## src/rtl/mac_irq_pkg.sv

```systemverilog
package mac_irq_pkg;

    typedef enum logic [1:0] {
        TXQ_RUN       = 2'd0,
        TXQ_WAIT_KICK = 2'd1,
        TXQ_LOCKED    = 2'd2
    } txq_state_e;

endpackage

```

## src/rtl/mac_irq_latecol.sv

```systemverilog
module mac_irq_latecol #(
    parameter int unsigned BITPOS_W      = 11,
    parameter int unsigned LATE_COL_BITS = 512
) (
    input  logic                col_pulse,
    input  logic [BITPOS_W-1:0] col_bitpos,
    output logic                late_evt
);
    localparam logic [BITPOS_W-1:0] LIMIT = BITPOS_W'(LATE_COL_BITS);

    // Only collisions past the slot window count as late.
    always_comb begin
        late_evt = col_pulse && (col_bitpos >= LIMIT);
    end
endmodule

```

## src/rtl/mac_irq_regbank.sv

```systemverilog
module mac_irq_regbank #(
    parameter int unsigned       DATA_W    = 32,
    parameter logic [DATA_W-1:0] IMPL_MASK = '1
) (
    input  logic              clk,
    input  logic              rst_n,
    input  logic              soft_rst,
    input  logic [DATA_W-1:0] set_vec,
    input  logic [DATA_W-1:0] clr_vec,
    input  logic              en_wr,
    input  logic [DATA_W-1:0] en_wdata,
    output logic [DATA_W-1:0] status_q,
    output logic [DATA_W-1:0] enable_q
);
    for (genvar i = 0; i < DATA_W; i++) begin : g_bit
        if (IMPL_MASK[i]) begin : g_impl
            // Sticky status bit: a set beats a same-cycle clear.
            always_ff @(posedge clk or negedge rst_n) begin
                if (!rst_n) begin
                    status_q[i] <= 1'b0;
                end else if (soft_rst) begin
                    status_q[i] <= 1'b0;
                end else if (set_vec[i]) begin
                    status_q[i] <= 1'b1;
                end else if (clr_vec[i]) begin
                    status_q[i] <= 1'b0;
                end
            end

            always_ff @(posedge clk or negedge rst_n) begin
                if (!rst_n) begin
                    enable_q[i] <= 1'b0;
                end else if (soft_rst) begin
                    enable_q[i] <= 1'b0;
                end else if (en_wr) begin
                    enable_q[i] <= en_wdata[i];
                end
            end
        end else begin : g_rsvd
            logic unused_rsvd;
            assign unused_rsvd = set_vec[i] ^ clr_vec[i] ^ en_wdata[i];
            assign status_q[i] = 1'b0;
            assign enable_q[i] = 1'b0;
        end
    end
endmodule

```

## src/rtl/mac_irq_txq_fsm.sv

```systemverilog
module mac_irq_txq_fsm
    import mac_irq_pkg::*;
(
    input  logic clk,
    input  logic rst_n,
    input  logic soft_rst,
    input  logic desc_evt,
    input  logic bus_evt,
    input  logic kick,
    output logic tx_halt,
    output logic halt_bus
);
    txq_state_e state_q, state_d;

    always_ff @(posedge clk or negedge rst_n) begin
        if (!rst_n) begin
            state_q <= TXQ_RUN;
        end else begin
            state_q <= state_d;
        end
    end

    always_comb begin
        state_d = state_q;
        if (soft_rst) begin
            state_d = TXQ_RUN;
        end else begin
            unique case (state_q)
                TXQ_RUN: begin
                    if (bus_evt) begin
                        state_d = TXQ_LOCKED;
                    end else if (desc_evt) begin
                        state_d = TXQ_WAIT_KICK;
                    end
                end
                TXQ_WAIT_KICK: begin
                    if (bus_evt) begin
                        state_d = TXQ_LOCKED;
                    end else if (desc_evt) begin
                        state_d = TXQ_WAIT_KICK;
                    end else if (kick) begin
                        state_d = TXQ_RUN;
                    end
                end
                TXQ_LOCKED: begin
                    state_d = TXQ_LOCKED;
                end
                default: begin
                    state_d = TXQ_RUN;
                end
            endcase
        end
    end

    always_comb begin
        tx_halt  = 1'b0;
        halt_bus = 1'b0;
        unique case (state_q)
            TXQ_RUN:       tx_halt = 1'b0;
            TXQ_WAIT_KICK: tx_halt = 1'b1;
            TXQ_LOCKED: begin
                tx_halt  = 1'b1;
                halt_bus = 1'b1;
            end
            default:       tx_halt = 1'b0;
        endcase
    end
endmodule

```

## src/rtl/mac_irq_ctrl.sv

```systemverilog
module mac_irq_ctrl #(
    parameter int unsigned DATA_W        = 32,
    parameter int unsigned RX_BITS       = 15,
    parameter int unsigned TX_BITS       = 9,
    parameter int unsigned TX_LSB        = 16,
    parameter int unsigned BITPOS_W      = 11,
    parameter int unsigned LATE_COL_BITS = 512
) (
    input  logic                clk,
    input  logic                rst_n,
    input  logic                soft_rst,
    input  logic [RX_BITS-1:0]  rx_evt,
    input  logic [TX_BITS-1:0]  tx_evt,
    input  logic                col_pulse,
    input  logic [BITPOS_W-1:0] col_bitpos,
    input  logic                tx_kick,
    input  logic                reg_wr,
    input  logic                reg_sel,
    input  logic [DATA_W-1:0]   reg_wdata,
    output logic [DATA_W-1:0]   reg_rdata,
    output logic                tx_irq,
    output logic                rx_irq,
    output logic                tx_halt
);
    localparam int unsigned LATE_OFS = 6;
    localparam int unsigned DESC_OFS = 7;
    localparam int unsigned BUS_OFS  = 8;
    localparam logic [DATA_W-1:0] RX_MASK   = DATA_W'((64'd1 << RX_BITS) - 64'd1);
    localparam logic [DATA_W-1:0] TX_MASK   = DATA_W'(((64'd1 << TX_BITS) - 64'd1) << TX_LSB);
    localparam logic [DATA_W-1:0] IMPL_MASK = RX_MASK | TX_MASK;

    logic                late_evt;
    logic [DATA_W-1:0]   set_vec;
    logic [DATA_W-1:0]   clr_vec;
    logic [DATA_W-1:0]   status_q;
    logic [DATA_W-1:0]   enable_q;
    logic                halt_bus;
    logic                en_wr;
    logic                unused_late_in;

    assign unused_late_in = tx_evt[LATE_OFS];

    mac_irq_latecol #(
        .BITPOS_W      (BITPOS_W),
        .LATE_COL_BITS (LATE_COL_BITS)
    ) u_latecol (
        .col_pulse  (col_pulse),
        .col_bitpos (col_bitpos),
        .late_evt   (late_evt)
    );

    // Event pulses placed at their status positions.
    always_comb begin
        set_vec = '0;
        set_vec[RX_BITS-1:0] = rx_evt;
        for (int j = 0; j < int'(TX_BITS); j++) begin
            if (j != int'(LATE_OFS)) begin
                set_vec[TX_LSB + j] = tx_evt[j];
            end
        end
        set_vec[TX_LSB + LATE_OFS] = late_evt;
    end

    always_comb begin
        clr_vec = (reg_wr && !reg_sel) ? (reg_wdata & IMPL_MASK) : '0;
        en_wr   = reg_wr && reg_sel;
    end

    mac_irq_regbank #(
        .DATA_W    (DATA_W),
        .IMPL_MASK (IMPL_MASK)
    ) u_regbank (
        .clk      (clk),
        .rst_n    (rst_n),
        .soft_rst (soft_rst),
        .set_vec  (set_vec),
        .clr_vec  (clr_vec),
        .en_wr    (en_wr),
        .en_wdata (reg_wdata),
        .status_q (status_q),
        .enable_q (enable_q)
    );

    mac_irq_txq_fsm u_txq (
        .clk      (clk),
        .rst_n    (rst_n),
        .soft_rst (soft_rst),
        .desc_evt (tx_evt[DESC_OFS]),
        .bus_evt  (tx_evt[BUS_OFS]),
        .kick     (tx_kick),
        .tx_halt  (tx_halt),
        .halt_bus (halt_bus)
    );

    always_comb begin
        reg_rdata = reg_sel ? enable_q : status_q;
        tx_irq    = |(status_q & enable_q & TX_MASK);
        rx_irq    = |(status_q & enable_q & RX_MASK);
    end
endmodule

```

## config.mk

```make
export PLATFORM = sky130hd
export DESIGN_NAME = mac_irq_ctrl
export DESIGN_NICKNAME = d
export VERILOG_FILES = /design/src/rtl/mac_irq_pkg.sv /design/src/rtl/mac_irq_latecol.sv /design/src/rtl/mac_irq_regbank.sv /design/src/rtl/mac_irq_txq_fsm.sv /design/src/rtl/mac_irq_ctrl.sv
export SDC_FILE = /design/constraint.sdc
export NUM_CORES = 1
export LEC_CHECK = 0
export ABC_AREA = 1
export ABC_CLOCK_PERIOD_IN_PS = 2000
export BUFFER_PORTS_ARGS = -buffer_cell sky130_fd_sc_hd__buf_4
export CORE_ASPECT_RATIO = 0.75
export CORE_MARGIN = 2
export CORE_UTILIZATION = 54
export DETAILED_ROUTE_END_ITERATION = 6
export PLACE_DENSITY = 0.84
export SYNTH_ARGS = -nofsm -noshare
export SYNTH_HDL_FRONTEND = slang
export SYNTH_HIERARCHICAL = 1
export SYNTH_SLANG_ARGS = --single-unit
```

## constraint.sdc

```tcl
create_clock -name clk -period 2 [get_ports clk]
set_input_delay 0.3 -clock clk [delete_from_list [all_inputs] [get_ports clk]]
set_output_delay 0.3 -clock clk [all_outputs]
set_load 0.01 [all_outputs]
```

Word level (Yosys, flattened, before mapping):

Index checks and enable logic that the tools add are counted.

* order comparisons: 1
* equality and inequality tests: 4
* muxes and demuxes: 130
* bitwise logic cells: 1
* reduce and logical (&&, ||, !) cells: 34

Operators with widths (number)
* 1-bit two-way mux: 121
* 3-bit nonzero test: 24
* 25-bit two-way mux: 2
* 25-bit bitwise AND: 1
* 15-bit OR reduction: 1
* 2-bit two-way mux: 6
* 11-bit by 10-bit >= comparator with 1-bit output (second input constant): 1
* 9-bit OR reduction: 1
* 2-bit one-hot mux with 3 select lines: 1
* 5-bit != test (second input constant): 1
* 4-bit != test (second input constant): 1
* 1-bit logical AND: 3
* 2-bit by 1-bit equality test with 1-bit output (second input constant): 1
* 2-bit equality test (second input constant): 1
* 2-bit logical NOT: 1
* 2-bit AND reduction: 1
* 2-bit nonzero test: 1
* 2-bit OR reduction: 1
* 1-bit logical NOT: 1

* bits in registers: 50
* bits of input ports: 74

Longest topological paths before layout:

* depth in word-level cells: 6
* depth in mapped cells: 9
* depth with buffers taken out: 7

Cells and area by module:

Netlist, hierarchy kept.

By module, submodules not included
* mac_irq_regbank: instances 1, cells each 243, area an instance 2052.0 µm²
* mac_irq_ctrl: instances 1, cells each 208, area an instance 858.3 µm²
* mac_irq_txq_fsm: instances 1, cells each 27, area an instance 200.2 µm²
* mac_irq_latecol: instances 1, cells each 3, area an instance 11.3 µm²

Worst setup path before layout:

No wires, ideal clock.

* path type: input to register
* start point: input reg_sel
* end point: register u_regbank.enable_q[10]
* arrival time: 1.164 ns
* data required time: 1.935 ns
* setup slack: 0.771 ns
* stages: 9
* buffers on the path: 3
* path through: buf_6 > buf_2 > nand2_1 > inv_1 > inv_2 > nor2_4 > buf_4 > nand2_1 > nand2_1

* word-level cells in the longest chain between the ends: 2

Ends and longest elaborated chain
* start: declaration: line mac_irq_ctrl.sv:18 `input logic reg_sel,`
* 1-bit logical AND: line mac_irq_ctrl.sv:66 `en_wr = reg_wr && reg_sel;`
* net en_wr: line mac_irq_ctrl.sv:38 `logic en_wr;`
* 2-bit nonzero test (no source line)
* end signal: indexed assignment: line mac_irq_regbank.sv:36 `enable_q[i] <= en_wdata[i];`
* end: declaration: line mac_irq_regbank.sv:13 `output logic [DATA_W-1:0] enable_q`

The timed path passes the listed nets, and every way through them passes these cells.
A chain may end at the register's enable or synchronous reset.

Worst setup path after layout:

* start point: register u_regbank.enable_q[12]
* end point: output rx_irq

* word-level cells in the longest chain between the ends: 2

Ends and longest elaborated chain
* 25-bit bitwise AND: line mac_irq_ctrl.sv:98 `rx_irq = |(status_q & enable_q & RX_MASK);`
* 15-bit OR reduction: line mac_irq_ctrl.sv:98
* end: declaration: line mac_irq_ctrl.sv:22 `output logic rx_irq,`

No other way between the ends.

==> out/qor.csv <==
stage,metric,value,unit
route,first_pass_iters,5,
die,core_area,5440,sq um
cts,cts_max_level,2,
sta,holdWs,0.0131,ns
pwr,p_leak,2.35,nW
global_routing,grt.overflow.total,0,
place,dp_hpwl,5160,microns
critical_path,cp.arrival,1.25,ns
cells_and_area,final_cell_mix,"nand2_1 (236), buf_4 (84), inv_1 (83)",
pwr,powerDensity,620,nW/um^2
cts,clockBufferDepth,2,
die,pin_count,109,
route,drt_iter0_markers,183,
critical_path,crit_path_start,u_regbank/enable_q[12]$_DFFE_PN0P_,
cts,cts_buffers,5,
sta,worstMarginPinSlew,0.638,ns
sta,finalHoldViolCount,0,
cells_and_area,final_nets,630,
cts,clkSinkCount,50,
min_path,hold_path.class,in2async,
place,gp_congestion,0.792,
critical_path,crit_type,reg2out,
cts,post_cts_resized,0,
route,drc,0,
cts,cts_tree,done,
sta,skew,0.0000349,ns
global_routing,grt_max_degree,51,
die,row_count,23,
cells_and_area,final_common_cell,nand2_1,
pwr,finalPower,2.34,mW
cts,cts-root-buf,clkbuf_8,
sta,max_freq,0.646,GHz
critical_path,reg2reg_depth,7,
cts,cts_hold_buffers,0,
critical_path,startpoint_type,flop,
logic_synthesis,synth.cell_area,3110,sq um
sta,setup_ws,0.452,ns
global_routing,antenna_found_initial,0,
critical_path,worstReg2RegStart,u_txq/state_q[1]$_DFFE_PN0P_,
cells_and_area,fin_area,3770,sq um
cells_and_area,syn2layout_area_growth,21.3,%
critical_path,crit_required,1.70,ns
critical_path,end_kind,output pin,
route,wl_per_cell,12.1,microns
sta,fin_setup_tns,0,ns
critical_path,reg2reg_slack,0.84,ns
cts,clk_pin_slew,0.09,ns
global_routing,grt_usage,24.6,%
cts,post-cts-setup-buffers,0,
die,die_h,69.7,microns
place,dpl_worst_slack,0.492,ns
route,vias,2967,
cells_and_area,drive_gt1_share,20.1,%
sta,setup-violations-final,0,
cells_and_area,diodes,0,
sta,period_needed,1.55,ns
sta,rsz0062_at_grt,false,
place,dpl_cell_area,3650,sq um
global_routing,grt_pass1_vias,2866,
logic_synthesis,syn_area_per_cell,6.48,sq um
route,antenna_left,0,
logic_synthesis,syn_inst,479,
route,finalWirelength,7610,microns
die,die-area,6380,sq um
route,avgViaCountPerCell,4.72,
critical_path,r2r-end,u_txq/state_q[1]$_DFFE_PN0P_,
sta,slew_headroom,57.4,%
job,maxCapViolations,0,
sta,slew_viol_final,0,
sta,period_share,77.4,%
global_routing,grt_pass1_wl,12600,microns
place,port_buffers,82,
cts,clkLatencyLatePin,0.29,ns
critical_path,crit_fanout,3,
die,dieWidth,91.6,microns
pwr,ir_drop,509,uV
outcome,status,"finished, final reports clean",
logic_synthesis,ys_warn_count,6,
die,initial_core_util,57.1,%
-- registers in the layout (all words and copies together) (netlist names) --
name and cells:
u_regbank/enable_q 24, u_txq/state_q 2, u_regbank/status_q 24
-- where the power goes --
| group | internal [mW] | total (mW) | switching (mW) |
|---|---|---|---|
| clock | 0.401 | 0.728 | 0.327 |
| combinational | 0.212 | 0.488 | 0.276 |
| sequential | 1.07 | 1.12 | 0.0510 |
-- per-stage QoR --
stage,std cells,utilization (%)
floorplan,494,-
global placement,621,67.2
detailed placement,621,67.2
CTS,628,69.3
global route,628,69.3
finish,628,69.3
-- worst max-delay path, stage by stage (launching register included) --
cell	delay (ns)
dfrtp_1	0.41
nand2_1	0.08
nand2_1	0.05
inv_1	0.07
nand2_1	0.05
nor2_1	0.10
nand2_1	0.05
buf_4	0.14
-- worst max path at each step --
stage / end / slack [ns]
floorplan: u_regbank/enable_q[10]$_DFFE_PN0P_ / 0.77
global placement: u_regbank/status_q[21]$_DFFE_PN0P_ / 0.54
detailed placement: u_regbank/status_q[20]$_DFFE_PN0P_ / 0.49
CTS: rx_irq / 0.45
global route: rx_irq / 0.35
finish: rx_irq / 0.45
-- final cells by class --
class | count | area, sq um
Inverter | 86 | 328
Clock inverter | 1 | 30.0
Timing Repair Buffer | 84 | 631
Sequential cell | 50 | 1250
Clock buffer | 6 | 82.6
Fill cell | 473 | 1670
Tap cell | 75 | 93.8
Multi-Input combinational cell | 326 | 1350
-- routing by layer --
metal  vias to the layer above  share of wire [%]  track usage [%]
met5                         -                  0                0
met3                        13                6.3             4.35
met1                      1366                 43             32.1
met4                         0                1.1             6.23
met2                       101                 50             42.6
li1                       1487                  -                -
Note: power is estimated with default switching activity, not from simulation.
